<file path="config.mk">
export PLATFORM = sky130hd
export DESIGN_NAME = gear_event_ctrl
export DESIGN_NICKNAME = d
export VERILOG_FILES = /design/src/rtl/gear_pkg.sv /design/src/rtl/gear_trig_mux.sv /design/src/rtl/gear_small_err_cnt.sv /design/src/rtl/gear_event_ctrl.sv
export SDC_FILE = /design/constraint.sdc
export NUM_CORES = 1
export LEC_CHECK = 0
export CORE_MARGIN = 2
export CORE_UTILIZATION = 41
export CTS_CLUSTER_SIZE = 40
export DETAILED_ROUTE_END_ITERATION = 12
export HOLD_SLACK_MARGIN = 0.12
export PLACE_DENSITY_LB_ADDON = 0.05
export SYNTH_ARGS = -nofsm -noshare
export SYNTH_HDL_FRONTEND = slang
export SYNTH_HIERARCHICAL = 1
export SYNTH_SLANG_ARGS = --single-unit
</file>
<file path="constraint.sdc">
create_clock -name clk -period 2.8 [get_ports clk]
set_input_delay 0.56 -clock clk [delete_from_list [all_inputs] [get_ports clk]]
set_output_delay 0.56 -clock clk [all_outputs]
set_load 0.02 [all_outputs]
</file>
<file path="src/rtl/gear_pkg.sv">
package gear_pkg;

   typedef enum logic [1:0] {
      SRC_PREAMBLE     = 2'd0,
      SRC_SYNC         = 2'd1,
      SRC_SMALL_ERR    = 2'd2,
      SRC_PREAMBLE_ALT = 2'd3
   } gear_src_e;

   function automatic logic is_preamble_src(input gear_src_e s);
      return (s == SRC_PREAMBLE) || (s == SRC_PREAMBLE_ALT);
   endfunction

endpackage

</file>
<file path="src/rtl/gear_trig_mux.sv">
module gear_trig_mux
   import gear_pkg::*;
(
   input  gear_src_e src,
   input  logic      preamble_det,
   input  logic      sync_det,
   input  logic      small_done,
   output logic      trig_evt,
   output logic      pre_src
);

   always_comb begin
      unique case (src)
         SRC_PREAMBLE, SRC_PREAMBLE_ALT: trig_evt = preamble_det;
         SRC_SYNC:                       trig_evt = sync_det;
         SRC_SMALL_ERR:                  trig_evt = small_done;
         default:                        trig_evt = 1'b0;
      endcase
      pre_src = is_preamble_src(src);
   end

endmodule

</file>
<file path="src/rtl/gear_small_err_cnt.sv">
module gear_small_err_cnt #(
   parameter int ERR_W    = 12,
   parameter int CONSEC_W = 3
) (
   input  logic                clk,
   input  logic                rst_n,
   input  logic                clr,
   input  logic                err_valid,
   input  logic [ERR_W-1:0]    err_value,
   input  logic [ERR_W-1:0]    eye_thresh,
   input  logic [CONSEC_W-1:0] consec_cfg,
   output logic                small_done
);

   localparam int MAG_W = ERR_W + 1;
   localparam logic [CONSEC_W-1:0] CNT_MAX = {CONSEC_W{1'b1}};
   localparam logic [CONSEC_W-1:0] CNT_ONE = CONSEC_W'(1);

   generate
      if (ERR_W < 2) begin : g_bad_err_w
         $error("gear_small_err_cnt: ERR_W must be at least 2");
      end
      if (CONSEC_W < 1) begin : g_bad_consec_w
         $error("gear_small_err_cnt: CONSEC_W must be at least 1");
      end
   endgenerate

   logic [MAG_W-1:0]    err_ext;
   logic [MAG_W-1:0]    err_mag;
   logic [MAG_W-1:0]    half_eye;
   logic                is_small;
   logic [CONSEC_W-1:0] run_cnt;
   logic [CONSEC_W-1:0] run_inc;
   logic [CONSEC_W-1:0] run_need;

   always_comb begin
      err_ext  = {err_value[ERR_W-1], err_value};
      err_mag  = err_ext[MAG_W-1] ? (~err_ext + MAG_W'(1)) : err_ext;
      half_eye = {2'b00, eye_thresh[ERR_W-1:1]};
      is_small = err_mag < half_eye;
      run_inc  = (run_cnt == CNT_MAX) ? CNT_MAX : run_cnt + CNT_ONE;
      run_need = (consec_cfg == '0) ? CNT_ONE : consec_cfg;
      small_done = err_valid && is_small && (run_inc >= run_need);
   end

   always_ff @(posedge clk or negedge rst_n) begin
      if (!rst_n)         run_cnt <= '0;
      else if (clr)       run_cnt <= '0;
      else if (err_valid) run_cnt <= is_small ? run_inc : '0;
   end

   assert_run_reset_R6: assert property (@(posedge clk) disable iff (!rst_n)
      (err_valid && !clr && (err_mag >= half_eye)) |=> (run_cnt == '0));

   assert_run_hold_R6: assert property (@(posedge clk) disable iff (!rst_n)
      (!err_valid && !clr) |=> $stable(run_cnt));

   assert_restart_cnt_R6: assert property (@(posedge clk) disable iff (!rst_n)
      clr |=> (run_cnt == '0));

endmodule

</file>
<file path="src/rtl/gear_event_ctrl.sv">
module gear_event_ctrl
   import gear_pkg::*;
#(
   parameter int ERR_W    = 12,
   parameter int CONSEC_W = 3
) (
   input  logic                clk,
   input  logic                rst_n,
   input  logic                rx_enter,
   input  logic                preamble_det,
   input  logic                sync_det,
   input  logic                sync_timeout,
   input  logic                err_valid,
   input  logic [ERR_W-1:0]    err_value,
   input  logic [ERR_W-1:0]    eye_thresh,
   input  logic [1:0]          cfg_src,
   input  logic [CONSEC_W-1:0] cfg_consec,
   input  logic                cfg_frz_en,
   input  logic                cfg_bw_gear_en,
   input  logic                cfg_fb_en,
   output logic                gear_slow,
   output logic                det_freeze,
   output logic                narrow_filt_sel
);

   gear_src_e src;
   logic      small_done;
   logic      trig_evt;
   logic      pre_src;
   logic      release_all;

   assign src = gear_src_e'(cfg_src);

   gear_small_err_cnt #(
      .ERR_W    (ERR_W),
      .CONSEC_W (CONSEC_W)
   ) u_cnt (
      .clk        (clk),
      .rst_n      (rst_n),
      .clr        (rx_enter),
      .err_valid  (err_valid),
      .err_value  (err_value),
      .eye_thresh (eye_thresh),
      .consec_cfg (cfg_consec),
      .small_done (small_done)
   );

   gear_trig_mux u_mux (
      .src          (src),
      .preamble_det (preamble_det),
      .sync_det     (sync_det),
      .small_done   (small_done),
      .trig_evt     (trig_evt),
      .pre_src      (pre_src)
   );

   assign release_all = rx_enter || (sync_timeout && pre_src);

   always_ff @(posedge clk or negedge rst_n) begin
      if (!rst_n) begin
         gear_slow  <= 1'b0;
         det_freeze <= 1'b0;
      end else if (release_all) begin
         gear_slow  <= 1'b0;
         det_freeze <= 1'b0;
      end else if (!gear_slow && trig_evt) begin
         gear_slow  <= 1'b1;
         det_freeze <= cfg_frz_en;
      end
   end

   assign narrow_filt_sel = gear_slow && cfg_bw_gear_en && cfg_fb_en;

   assert_sticky_R7: assert property (@(posedge clk) disable iff (!rst_n)
      (gear_slow && !rx_enter && !(sync_timeout && pre_src)) |=> gear_slow);

   assert_freeze_needs_gear_R8: assert property (@(posedge clk) disable iff (!rst_n)
      det_freeze |-> gear_slow);

   assert_freeze_stable_R8: assert property (@(posedge clk) disable iff (!rst_n)
      (gear_slow && !release_all) |=> $stable(det_freeze));

   assert_restart_R9: assert property (@(posedge clk) disable iff (!rst_n)
      rx_enter |=> (!gear_slow && !det_freeze));

   assert_rise_cause_R2: assert property (@(posedge clk) disable iff (!rst_n)
      $rose(gear_slow) |-> $past(trig_evt));

   assert_sync_only_R4: assert property (@(posedge clk) disable iff (!rst_n)
      (cfg_src == 2'd1 && !sync_det) |=> !$rose(gear_slow));

   assert_timeout_ignored_R10: assert property (@(posedge clk) disable iff (!rst_n)
      (gear_slow && cfg_src[1:0] inside {2'd1, 2'd2} && !rx_enter) |=> gear_slow);

endmodule

</file>
==> Word-level counts from Yosys, hierarchy flattened <==
Index checks and enable logic that the tools add are counted.
{ "classes": {"addsub": 2, "order_cmp": 2, "eq_ne": 4, "n_mux": 11, "bitwise": 1, "n_reduce_logical": 14} }
{ "op_table": {"columns": ["op", "count"], "rows": [
  ["2-to-1 mux 3 bit", 5],
  ["adder 13 x 1 -> 13 bit (second input constant)", 1],
  ["< comparator 13 x 11 -> 1 bit", 1],
  ["2-to-1 mux 13 bit", 1],
  ["NOT 13 bit", 1],
  ["logical AND 1 bit", 6],
  ["equality test 2 bit (second input constant)", 2],
  ["2-to-1 mux 1 bit", 4],
  ["nonzero test 2 bit", 2],
  ["adder 3 x 1 -> 3 bit (second input constant)", 1],
  ["equality test 3 bit (second input constant)", 1],
  [">= comparator 3 bit", 1],
  ["logical NOT 3 bit", 1],
  ["case mux 1 bit (3 select lines)", 1],
  ["equality test 2 x 1 -> 1 bit (second input constant)", 1],
  ["logical NOT 2 bit", 1],
  ["logical OR 1 bit", 2],
  ["OR reduction 2 bit", 1],
  ["logical NOT 1 bit", 1]
]} }
{ "word_totals": {"register_bits": 5, "inputBits": 39, "out_inout_bits": 3, "wordCells": 37} }

==> Logic depth before layout (Yosys ltp) <==
Gate-level depths: netlist (run 1).
{ "logic_depth": {"ltp_word": 10, "depth_mapped": 16, "depth_no_buf": 16} }

==> Modules after synthesis <==
Netlist (run 1), hierarchy kept.
{ "by_module_without_submodules": {"columns": ["mod", "n_inst", "cells_each", "area_each_um2", "seq_area_each_um2"], "rows": [
  ["gear_small_err_cnt", 1, 92, 729.4, 75.1],
  ["gear_event_ctrl", 1, 8, 96.3, 50.0],
  ["gear_trig_mux", 1, 7, 48.8, 0.0]
]} }

==> Worst setup path before layout (run 1) <==
Ideal clock, no wire load.
{ "synth_path": {"path_kind": "input-to-reg", "from": "input port err_value[4]", "to": "register det_freeze", "setup_ps": 127, "arrival_time_ps": 3014, "required_ps": 2673, "slack_ps": -341, "path_stages": 13, "path_buffers": 0, "path_cell_list": "or3_1 o31a_1 o21ai_1 xnor2_1 ha_1 nand4_1 o41ai_2 nor3_1 a22oi_1 o21ai_1 nand2b_1 mux2i_1 a211oi_2"} }
{ "synth_via": {"elab_chain_cells": 9} }
{ "synth_rtl": {"columns": ["element", "line", "source"], "rows": [
  ["from (decl)", "gear_event_ctrl.sv:14", "input logic [ERR_W-1:0] err_value,"],
  ["NOT 13 bit", "gear_small_err_cnt.sv:38", "err_mag = err_ext[MAG_W-1] ? (~err_ext + MAG_W'(1)) : err_ext;"],
  ["adder 13 x 1 -> 13 bit", "gear_small_err_cnt.sv:38", null],
  ["2-to-1 mux 13 bit *", "gear_small_err_cnt.sv:38", null],
  ["< comparator 13 x 11 -> 1 bit *", "gear_small_err_cnt.sv:40", "is_small = err_mag < half_eye;"],
  ["logical AND 1 bit * (2 in series)", "gear_small_err_cnt.sv:43", "small_done = err_valid && is_small && (run_inc >= run_need);"],
  ["named net small_done", "gear_event_ctrl.sv:27", "logic small_done;"],
  ["case mux 1 bit (3 select lines) *", "gear_trig_mux.sv:13", "unique case (src)"],
  ["named net trig_evt", "gear_event_ctrl.sv:28", "logic trig_evt;"],
  ["logical AND 1 bit *", "gear_event_ctrl.sv:66", "end else if (!gear_slow && trig_evt) begin"],
  ["nonzero test 2 bit (no line) *", null, null],
  ["to (signal assigned)", "gear_event_ctrl.sv:68", "det_freeze <= cfg_frz_en;"],
  ["to (decl)", "gear_event_ctrl.sv:22", "output logic det_freeze,"]
]} }
The timed path passes the listed nets; every way through them passes the cells marked *.
A chain may end at the register's enable or synchronous reset.

==> Worst setup path after layout (run 1) <==
{ "layout_path": {"from": "input port err_value[2]", "to": "register gear_slow"} }
{ "layout_via": {"elab_chain_cells": 9} }
{ "layout_rtl": {"columns": ["element", "line", "source"], "rows": [
  ["NOT 13 bit", "gear_small_err_cnt.sv:38", null],
  ["adder 13 x 1 -> 13 bit", "gear_small_err_cnt.sv:38", null],
  ["2-to-1 mux 13 bit *", "gear_small_err_cnt.sv:38", null],
  ["< comparator 13 x 11 -> 1 bit *", "gear_small_err_cnt.sv:40", null],
  ["logical AND 1 bit * (2 in series)", "gear_small_err_cnt.sv:43", null],
  ["named net small_done", "gear_event_ctrl.sv:27", null],
  ["case mux 1 bit (3 select lines) *", "gear_trig_mux.sv:13", null],
  ["named net trig_evt", "gear_event_ctrl.sv:28", null],
  ["logical AND 1 bit *", "gear_event_ctrl.sv:66", null],
  ["nonzero test 2 bit (no line) *", null, null],
  ["to (signal assigned)", "gear_event_ctrl.sv:61", "gear_slow <= 1'b0;"],
  ["to (signal assigned)", "gear_event_ctrl.sv:64", "gear_slow <= 1'b0;"],
  ["to (signal assigned)", "gear_event_ctrl.sv:67", "gear_slow <= 1'b1;"],
  ["to (decl)", "gear_event_ctrl.sv:21", "output logic gear_slow,"]
]} }
Marked as above.

==> results.toml, run 1 <==
[routing]
route.detailed.drc = 0
drt_wl_total_mm = 2.59
drtAntennaViolNets = 0
via_per_inst = 5.23
vias = 1082
drtIter0Drc = 20
wire_per_inst_um = 12.5
dr.pass1.iters = 4

[outcome]
outcome = "finished with violations"
violations = "negative setup slack"

[critical_path]
rr_endpoint = "det_freeze$_DFFE_PN0P_"
endpoint = "gear_slow$_DFFE_PN0P_"
rr_startpoint = "u_cnt/run_cnt[0]$_DFFE_PN0P_"
crit_arrival_ns = 3.32
path_class = "in -> reg"
worst-endpoint-required_ns = 2.95
crit_path_start = "err_value[2]"
r2r_slack_ns = 0.16
endpoint_kind = "register"
cp-start-kind = "input pin"
worstPathMaxFanout = 3
ff2ff_path_depth = 12

[layout]
finalNetCount = 237
area_delta_synth_final_pct = 85.1
layout_commonest_cell = "clkdlybuf4s50_1"
layout-drive-gt1-share_pct = 30.0
post-route-util_pct = 81.7
n_antenna_cell = 0
most-common-layout-cells = "clkdlybuf4s50_1, buf_4, inv_1"

[job]
cap_violations = 0

[yosys]
synth_ff_type = "dfrtp_1"
async_reset_ff_share_pct = 100
syn_avg_cell_area_um2 = 8.17
netlist_area_um2 = 875
ys_types = 36
yosysSeqAreaShare_pct = 14.3
syn_nets = 163
synth_edf_count = 0
syn_inst = 107
yosys_register_bits = 5
synth-warning-count = 6

[clock_tree]
htreeDepth = 1
holdBufCountCts = 0
cts_buffers = 3
cts_sinks = 5
cts_tree = "built"
path_clk_slew_ns = 0.05
cts_max_path_buffers = 2
cts-root-buf = "clkbuf_4"
clk_latency_ns = 0.25

[floorplan]
core_um2 = 1980
dieHeight_um = 50.2
top_level_ports = 42
design.die.area_um2 = 2520
num_rows = 16
die_w_um = 50.2
start_util_pct = 44.1

[grt]
grt.total_usage_pct = 21.8
antenna_found_initial = 0
grt_max_degree = 7
first_global_vias = 1061
grt_pass1_wl_mm = 4.16
overflow = 0

[sta]
slew_headroom_pct = 73.5
fin_ws_ns = -0.372
rsz0062_at_grt = "true"
finClkSkew_ns = 0.00375
max_freq_mhz = 315
setup_violations = 5
drv_slew = 0
fin_crit_sh_pct = 113
worst_hold_slack_ns = 0.533
worst_pin_slew_ns = 0.394
finalHoldViolCount = 0
finalCriticalPeriod_ns = 3.17

[place]
io_buffer_count = 40
dp_hpwl_mm = 2.03
place_ws_ns = -0.872
gp_congestion = 0.761

[pwr]
p_per_area_nw_per_um2 = 262
irDropWorstVdd_v = 0.000193
p_leak_nw = 0.800

[worst_hold_path]
min_path_type = "in -> async"
report_power, final:
part / internal, mW / switching, mW / total [mW]
Clock: 0.0542 / 0.0345 / 0.0887
Combinational: 0.147 / 0.107 / 0.254
Sequential: 0.0770 / 0.00428 / 0.0813
Total: 0.278 / 0.145 / 0.424
registers in the layout (all words and copies together) (netlist names):
| register | flops |
|---|---|
| gear_slow | 1 |
| det_freeze | 1 |
| u_cnt/run_cnt | 3 |
synthesized netlist by cell type, types with 3 or more instances:
cell,count,share of area [%]
nand2b_1,4,2.9
a21oi_1,4,2.3
xnor2_1,8,8.0
inv_1,20,8.6
ha_1,17,24
o31ai_1,4,3.4
dfrtp_1,5,14
nor3_1,3,1.7
nor2_1,4,1.7
o41ai_1,3,3.0
o21ai_1,3,1.7
nand2_1,8,3.4
metal layers:
metal  vias to the layer above  global-route usage (%)  part of all wire, %
met5                         -                       0                    0
met4                         0                    9.72                  1.2
met3                         4                    3.27                  4.2
met2                        35                    46.5                   57
met1                       514                    18.9                   37
li1                        529                       -                    -
cell type report:
class,instances,area [µm²]
repair buffers,70,632
flip-flops and latches,5,125
multi-input cells,81,727
clock buffers,4,26.3
inverters,20,75.1
fillers,121,363
well taps,27,33.8
per-stage QoR:
stage                     power [mW]  setup TNS [ns]  instances  cell area, µm²
after floorplan                0.190          -0.280        107             880
after global placement         0.293           -2.21        193            1460
after detailed placement       0.303           -3.10        193            1460
after CTS                      0.403          -0.640        202            1530
after global routing           0.456           -1.42        207            1620
final                          0.424          -0.875        207            1620
worst min path at each step:
stage,start,endpoint,cells after the start
floorplan,rst_n,det_freeze$_DFFE_PN0P_,0
global placement,u_cnt/run_cnt[1]$_DFFE_PN0P_,u_cnt/run_cnt[1]$_DFFE_PN0P_,2
detailed placement,u_cnt/run_cnt[1]$_DFFE_PN0P_,u_cnt/run_cnt[1]$_DFFE_PN0P_,2
CTS,rst_n,u_cnt/run_cnt[0]$_DFFE_PN0P_,1
global route,rst_n,u_cnt/run_cnt[0]$_DFFE_PN0P_,1
finish,rst_n,u_cnt/run_cnt[0]$_DFFE_PN0P_,1
cells by family (layout without fill, tap and decap cells):
| logic type | after synthesis | in the layout | synth area share [%] |
|---|---|---|---|
| AO/OA/AOI/OAI | 29 | 29 | 27.2 |
| AND/OR/NAND/NOR | 25 | 25 | 15.0 |
| buffers and inverters | 21 | 94 | 9.01 |
| adder cells (fa/ha/maj) | 17 | 17 | 24.3 |
| XOR/XNOR | 9 | 9 | 9.01 |
| flip-flops | 5 | 5 | 14.3 |
| multiplexers | 1 | 1 | 1.14 |
worst max-delay path: stages:
cell and delay [ns]:
buf_6 0.09, or3_4 0.39, o31a_1 0.30, o21ai_2 0.19, xnor2_2 0.09, ha_1 0.34, buf_6 0.14, a211oi_4 0.27
o41ai_4 0.13, nor3_2 0.16, a22oi_1 0.08, o21ai_1 0.18, buf_4 0.14, nor2_2 0.03, a211oi_1 0.21
what timing repair did:
action	CTS	global route
gates cloned	0	0
endpoints found under the setup margin	5	5
pin swaps	12	13
gates resized for setup	19	14
setup buffers	6	5
No activity file was read; power rests on OpenSTA's default activity.
==> run 2: changes to the inputs <==
- ABC_AREA: not set -> 1
- CORE_ASPECT_RATIO: not set -> 2
- CORE_UTILIZATION: 41 -> 33
- SLEW_MARGIN: not set -> 20
==> results.toml, run 2 <==
[critical_path]
worst-endpoint-required_ns = 2.89
cp_common_cell = "buf_4"
cp-start-kind = "input pin"
critical_path.top_delay_family = "buffers and inverters"
worstPathMaxFanout = 3
crit_arrival_ns = 2.78
slowest_stage = "ha_1"
endpoint_kind = "register"
path_class = "in -> reg"
path_cells = "dlygate4sd2_1 > nor2_2 > buf_4 > nand4_4 > nor2_4 > nor2_2 > xor2_1 > ha_1 > nand2_2 > o21a_1 > nand2_1 > nand2_2 > buf_4 > buf_4 > buf_4 > buf_4 > nand3_1 > nand2_1"
cpPeakStageDelay_ns = 0.29
path_buf_inv = 6

[sta]
fin_ws_ns = 0.112
fin_crit_sh_pct = 96.0
drv_slew = 0
worst_pin_slew_ns = 0.299
slew_headroom_pct = 80.0
finalCriticalPeriod_ns = 2.69
max_freq_mhz = 372
finalHoldViolCount = 0
finClkSkew_ns = 0.00384
setup_violations = 0

[floorplan]
core_um2 = 2770
design.die.area_um2 = 3380
start_util_pct = 34.6
die_w_um = 42.1
dieHeight_um = 80.3
num_rows = 27
top_level_ports = 42

[layout]
layout-drive-gt1-share_pct = 26.9
top_regs = "u_cnt/run_cnt x3, det_freeze x1, gear_slow x1"
largest_reg_flops = 3
area.sequential_um2 = 125
final_cells = 252
fillCellCount = 269
finalNetCount = 280
multi_input_area_um2 = 766
top_register = "u_cnt/run_cnt"
most-common-layout-cells = "nand2_1, clkdlybuf4s50_1, inv_1, buf_4, ha_1"
n_antenna_cell = 0
area_delta_synth_final_pct = 77.4
layout_commonest_cell = "nand2_1"

[routing]
vias = 1164
drtIter0Drc = 10
dr.pass1.iters = 6
wire_per_inst_um = 10.2
wl_met3_um = 93
drtAntennaViolNets = 0
met1_length_um = 790
via_per_inst = 4.62
routed.top_layer = "met4"
drt_wl_total_mm = 2.56
route.detailed.drc = 0
dr_wl_met2_mm = 1.64

[grt]
overflow = 0
antenna_found_initial = 0
first_global_vias = 1137
grt_max_degree = 7
grt_pass1_wl_mm = 4.22
grt.total_usage_pct = 15.7

[place]
place_ws_ns = -0.519
io_buffer_count = 40
placed_cells = 238
dp_hpwl_mm = 2.29
gp_congestion = 0.816

[yosys]
syn_nets = 208
synth_top_cells_by_count = "nand2_1, inv_1, ha_1"
ys_types = 26
synth_top_family_by_area = "simple AND/OR/NAND/NOR gates"
syn_avg_cell_area_um2 = 6.31
async_reset_ff_share_pct = 100
synthTopCellsByArea = "ha_1, nand2_1, dfrtp_1, inv_1, xor2_1"
synth_top_area_cell = "ha_1"
synth_top_area_share_pct = 22.2
synth_xor_xnor_area_share_pct = 7.30
synth_compound_area_share_pct = 11.6
synth-adder-area-share_pct = 22.2
synth_edf_count = 0
synth-warning-count = 6
synth_simple_gate_area_share_pct = 31.4
netlist_area_um2 = 960
yosys_register_bits = 5
yosysMostFrequentCell = "nand2_1"
yosysSeqAreaShare_pct = 13.0
synthMuxAreaShare_pct = 0
synth_ff_type = "dfrtp_1"
syn_inst = 152

[clock_tree]
htreeDepth = 1
path_clk_slew_ns = 0.04
cts-root-buf = "clkbuf_8"
holdBufCountCts = 0
cts_sinks = 5
cts_buffers = 3
cts_max_path_buffers = 2
cts_tree = "built"
clk_latency_ns = 0.21

[worst_hold_path]
min_path_type = "reg -> reg"

[job]
cap_violations = 0

[pwr]
irDropWorstVdd_v = 0.000189
p_leak_nw = 0.943
p_per_area_nw_per_um2 = 268
p_total_uw = 457

[outcome]
outcome = "finished clean"
run 2: cell types whose count changed after synthesis, sizes merged, moves of 3 or more:
cell / delta
xnor2: -7
xor2: +6
a211oi: -3
nand2: +37
o31ai: -5
nor2: +11
o41ai: -4
nand3: +5
nand2b: -4
inv: +14
run 2: worst paths after layout:
path                                         startpoint                      endpoint  slack [ns]  cells past startpoint
max                                        err_value[4]  u_cnt/run_cnt[2]$_DFFE_PN0P_        0.11                     18
min                        u_cnt/run_cnt[1]$_DFFE_PN0P_  u_cnt/run_cnt[1]$_DFFE_PN0P_        0.49                      2
max reg2reg                u_cnt/run_cnt[0]$_DFFE_PN0P_         gear_slow$_DFFE_PN0P_        0.56                     15
min reg2reg                u_cnt/run_cnt[1]$_DFFE_PN0P_  u_cnt/run_cnt[1]$_DFFE_PN0P_        0.49                      2
max in group asynchronous                         rst_n        det_freeze$_DFFE_PN0P_        2.05                      1
min in group asynchronous                         rst_n  u_cnt/run_cnt[0]$_DFFE_PN0P_        0.56                      1
run 2: cell type report:
class / count / area share (%)
tap: 29 / 2.13
timing repair buffer: 68 / 35.4
sequential: 5 / 7.35
inverter: 34 / 7.49
clock buffer: 4 / 2.65
multi-input combinational: 112 / 45.0
run 2: timing repair:
item / in CTS / in global routing
endpoints found under the hold margin: 0 / 0
gates resized for setup: 22 / 14
buffers inserted: 8 / 2
setup endpoints to repair: 2 / 5
pin swaps: 15 / 25
run 2: kinds of logic after synthesis:
group / Yosys count
buf+inv: 35
simple gates: 69
compound gates: 18
flops: 5
fa+ha+maj: 17
xor+xnor: 8
run 2: worst min-delay path, cell delays in order (launching register included):
cell and delay, ns:
dfrtp_1 0.34, nand2_1 0.06, nand2_1 0.06
run 2: report_power, final:
part | total [mW] | switching [mW] | internal, mW
Clock | 0.128 | 0.0304 | 0.0973
Sequential | 0.0818 | 0.00413 | 0.0777
Combinational | 0.247 | 0.113 | 0.134
Total | 0.457 | 0.147 | 0.309
run 2: layer usage:
| layer | GRT usage (%) | up-vias |
|---|---|---|
| met5 | 0 | - |
| met4 | 4.69 | 0 |
| met3 | 1.35 | 4 |
| met2 | 35.6 | 29 |
| met1 | 13.1 | 519 |
| li1 | - | 612 |
run 2: stage by stage:
step                util (%)  hold slack [ns]  TNS [ns]  instance area (µm²)
CTS                     60.1            0.488         0                 1670
finish                  61.5            0.491         0                 1700
detailed placement      54.9            0.479    -0.957                 1520
floorplan                  -            0.264         0                  960
global route            61.5            0.519   -0.0235                 1700
global placement        54.9            0.494    -0.810                 1520
==> run 3: changes to the inputs <==
- CORE_MARGIN: 2 -> 3
==> results.toml, run 3 (synthesized netlist as in run 2, its figures left out) <==
[layout]
final_cells = 248
finalNetCount = 276
design_area_um2 = 1690
layout_commonest_cell = "nand2_1"
top_regs = "u_cnt/run_cnt x3, det_freeze x1, gear_slow x1"
post-route-util_pct = 60.8
n_antenna_cell = 0
fillCellCount = 285
top_register = "u_cnt/run_cnt"
largest_reg_flops = 3
most-common-layout-cells = "nand2_1, clkdlybuf4s50_1, inv_1"
area_delta_synth_final_pct = 75.6
layout-drive-gt1-share_pct = 26.5

[place]
placed_cells = 238
place_ws_ns = -0.498
io_buffer_count = 40
dpl_cell_area_um2 = 1520
gp_congestion = 0.804
dp_hpwl_mm = 2.25

[sta]
max_freq_mhz = 393
rsz0062_at_grt = "false"
finClkSkew_ns = 0.00350
worst_pin_slew_ns = 0.222
worst_hold_slack_ns = 0.501
fin_ws_ns = 0.257
finalHoldViolCount = 0
tns_ns = 0
slew_headroom_pct = 85.2
drv_slew = 0
setup_violations = 0
fin_crit_sh_pct = 90.8
finalCriticalPeriod_ns = 2.54

[critical_path]
cp-start-kind = "input pin"
crit_arrival_ns = 2.69
endpoint_kind = "register"
worst-endpoint-required_ns = 2.95
worstPathMaxFanout = 3
ff2ff_path_depth = 15
path_class = "in -> reg"

[grt]
grt_max_degree = 7
use_met1_pct = 12.8
grt.total_usage_pct = 15.2
grt_pass1_wl_mm = 4.20
grt_use_met3_pct = 2.39
overflow = 0
first_global_vias = 1131
use_met2_pct = 32.2
top_usage_layer = "met2"
antenna_found_initial = 0

[clock_tree]
htreeDepth = 1
cts_max_path_buffers = 2
clk_latency_ns = 0.22
cts-root-buf = "clkbuf_8"
cts_tree = "built"
cts_buffers = 3
path_clk_slew_ns = 0.04
cts_sinks = 5

[pwr]
p_comb_share_pct = 52.9
p_int_uw = 305
irDropWorstVdd_v = 0.000167
seq_power_share_pct = 18.1
switching_power_uw = 145
p_leak_nw = 0.937
swShare_pct = 32.3
p_per_area_nw_per_um2 = 267
p_total_uw = 451
p_clk_share_pct = 29.0

[routing]
drtAntennaViolNets = 0
via_per_inst = 4.52
drt_wl_total_mm = 2.55
dr.pass1.iters = 5
wire_per_inst_um = 10.3
drtIter0Drc = 24
vias = 1121
route.detailed.drc = 0

[floorplan]
dieHeight_um = 82.3
design.die.area_um2 = 3630
top_level_ports = 42
die_w_um = 44.1
core_um2 = 2770
num_rows = 27
start_util_pct = 34.6

[worst_hold_path]
hold_path_depth = 2
min_path_type = "reg -> reg"

[outcome]
outcome = "finished clean"

[job]
cap_violations = 0
## run 3: worst paths after layout
path | from | endpoint | slack, ns
setup / recovery | err_value[0] | det_freeze$_DFFE_PN0P_ | 0.26
hold / removal | u_cnt/run_cnt[1]$_DFFE_PN0P_ | u_cnt/run_cnt[1]$_DFFE_PN0P_ | 0.50
setup reg to reg | u_cnt/run_cnt[0]$_DFFE_PN0P_ | gear_slow$_DFFE_PN0P_ | 0.66
hold reg to reg | u_cnt/run_cnt[1]$_DFFE_PN0P_ | u_cnt/run_cnt[1]$_DFFE_PN0P_ | 0.50
max in group asynchronous | rst_n | det_freeze$_DFFE_PN0P_ | 2.06
min in group asynchronous | rst_n | u_cnt/run_cnt[0]$_DFFE_PN0P_ | 0.56
## run 3: what timing repair did
action,CTS,global route
buffers inserted,2,4
hold buffers,0,0
setup endpoints to repair,2,2
pin swaps,25,25
hold endpoints to repair,0,0
resized for setup,22,22
## run 3: final cells by class
| cell class | count | area [µm²] | share of cell area [%] |
|---|---|---|---|
| clock buffers | 4 | 45.0 | 2.67 |
| inverters | 34 | 128 | 7.57 |
| multi-input cells | 112 | 774 | 46.0 |
| flip-flops and latches | 5 | 125 | 7.42 |
| well taps | 29 | 36.3 | 2.15 |
| repair buffers | 64 | 577 | 34.2 |
## run 3: power by group through the flow
| stage | clock network, mW | logic, mW | registers, mW |
|---|---|---|---|
| 6_report | 0.131 | 0.238 | 0.0816 |
| 5_1_grt | 0.143 | 0.270 | 0.0827 |
| 4_1_cts | 0.135 | 0.231 | 0.0817 |
| 3_5_place_dp | 0 | 0.218 | 0.0826 |
| 3_3_place_gp | 0 | 0.211 | 0.0824 |
| 2_1_floorplan | 0 | 0.108 | 0.0847 |
## run 3: critical path, cell delays in order
cell and delay (ns):
clkbuf_2 0.08, inv_2 0.07, ha_4 0.15, nand2_4 0.07, o21ai_4 0.18, nand2_2 0.07, xor2_1 0.15, ha_1 0.29
nand2_1 0.06, inv_1 0.03, nor2_1 0.08, o21a_1 0.12, nand2_1 0.06, nand2_2 0.07, nand2_1 0.06, nor2_2 0.12
nand2_1 0.06, nand2_1 0.06, nand2_1 0.05, nand2_2 0.07, nand2_1 0.05, nand2_1 0.06, nand2_1 0.06, nor2_2 0.07
## run 3: metal layers
metal / share of wire [%] / vias up
met4: 2.1 / 0
met3: 4.0 / 4
met2: 62 / 27
met1: 31 / 488
li1: - / 602
met5: 0 / -
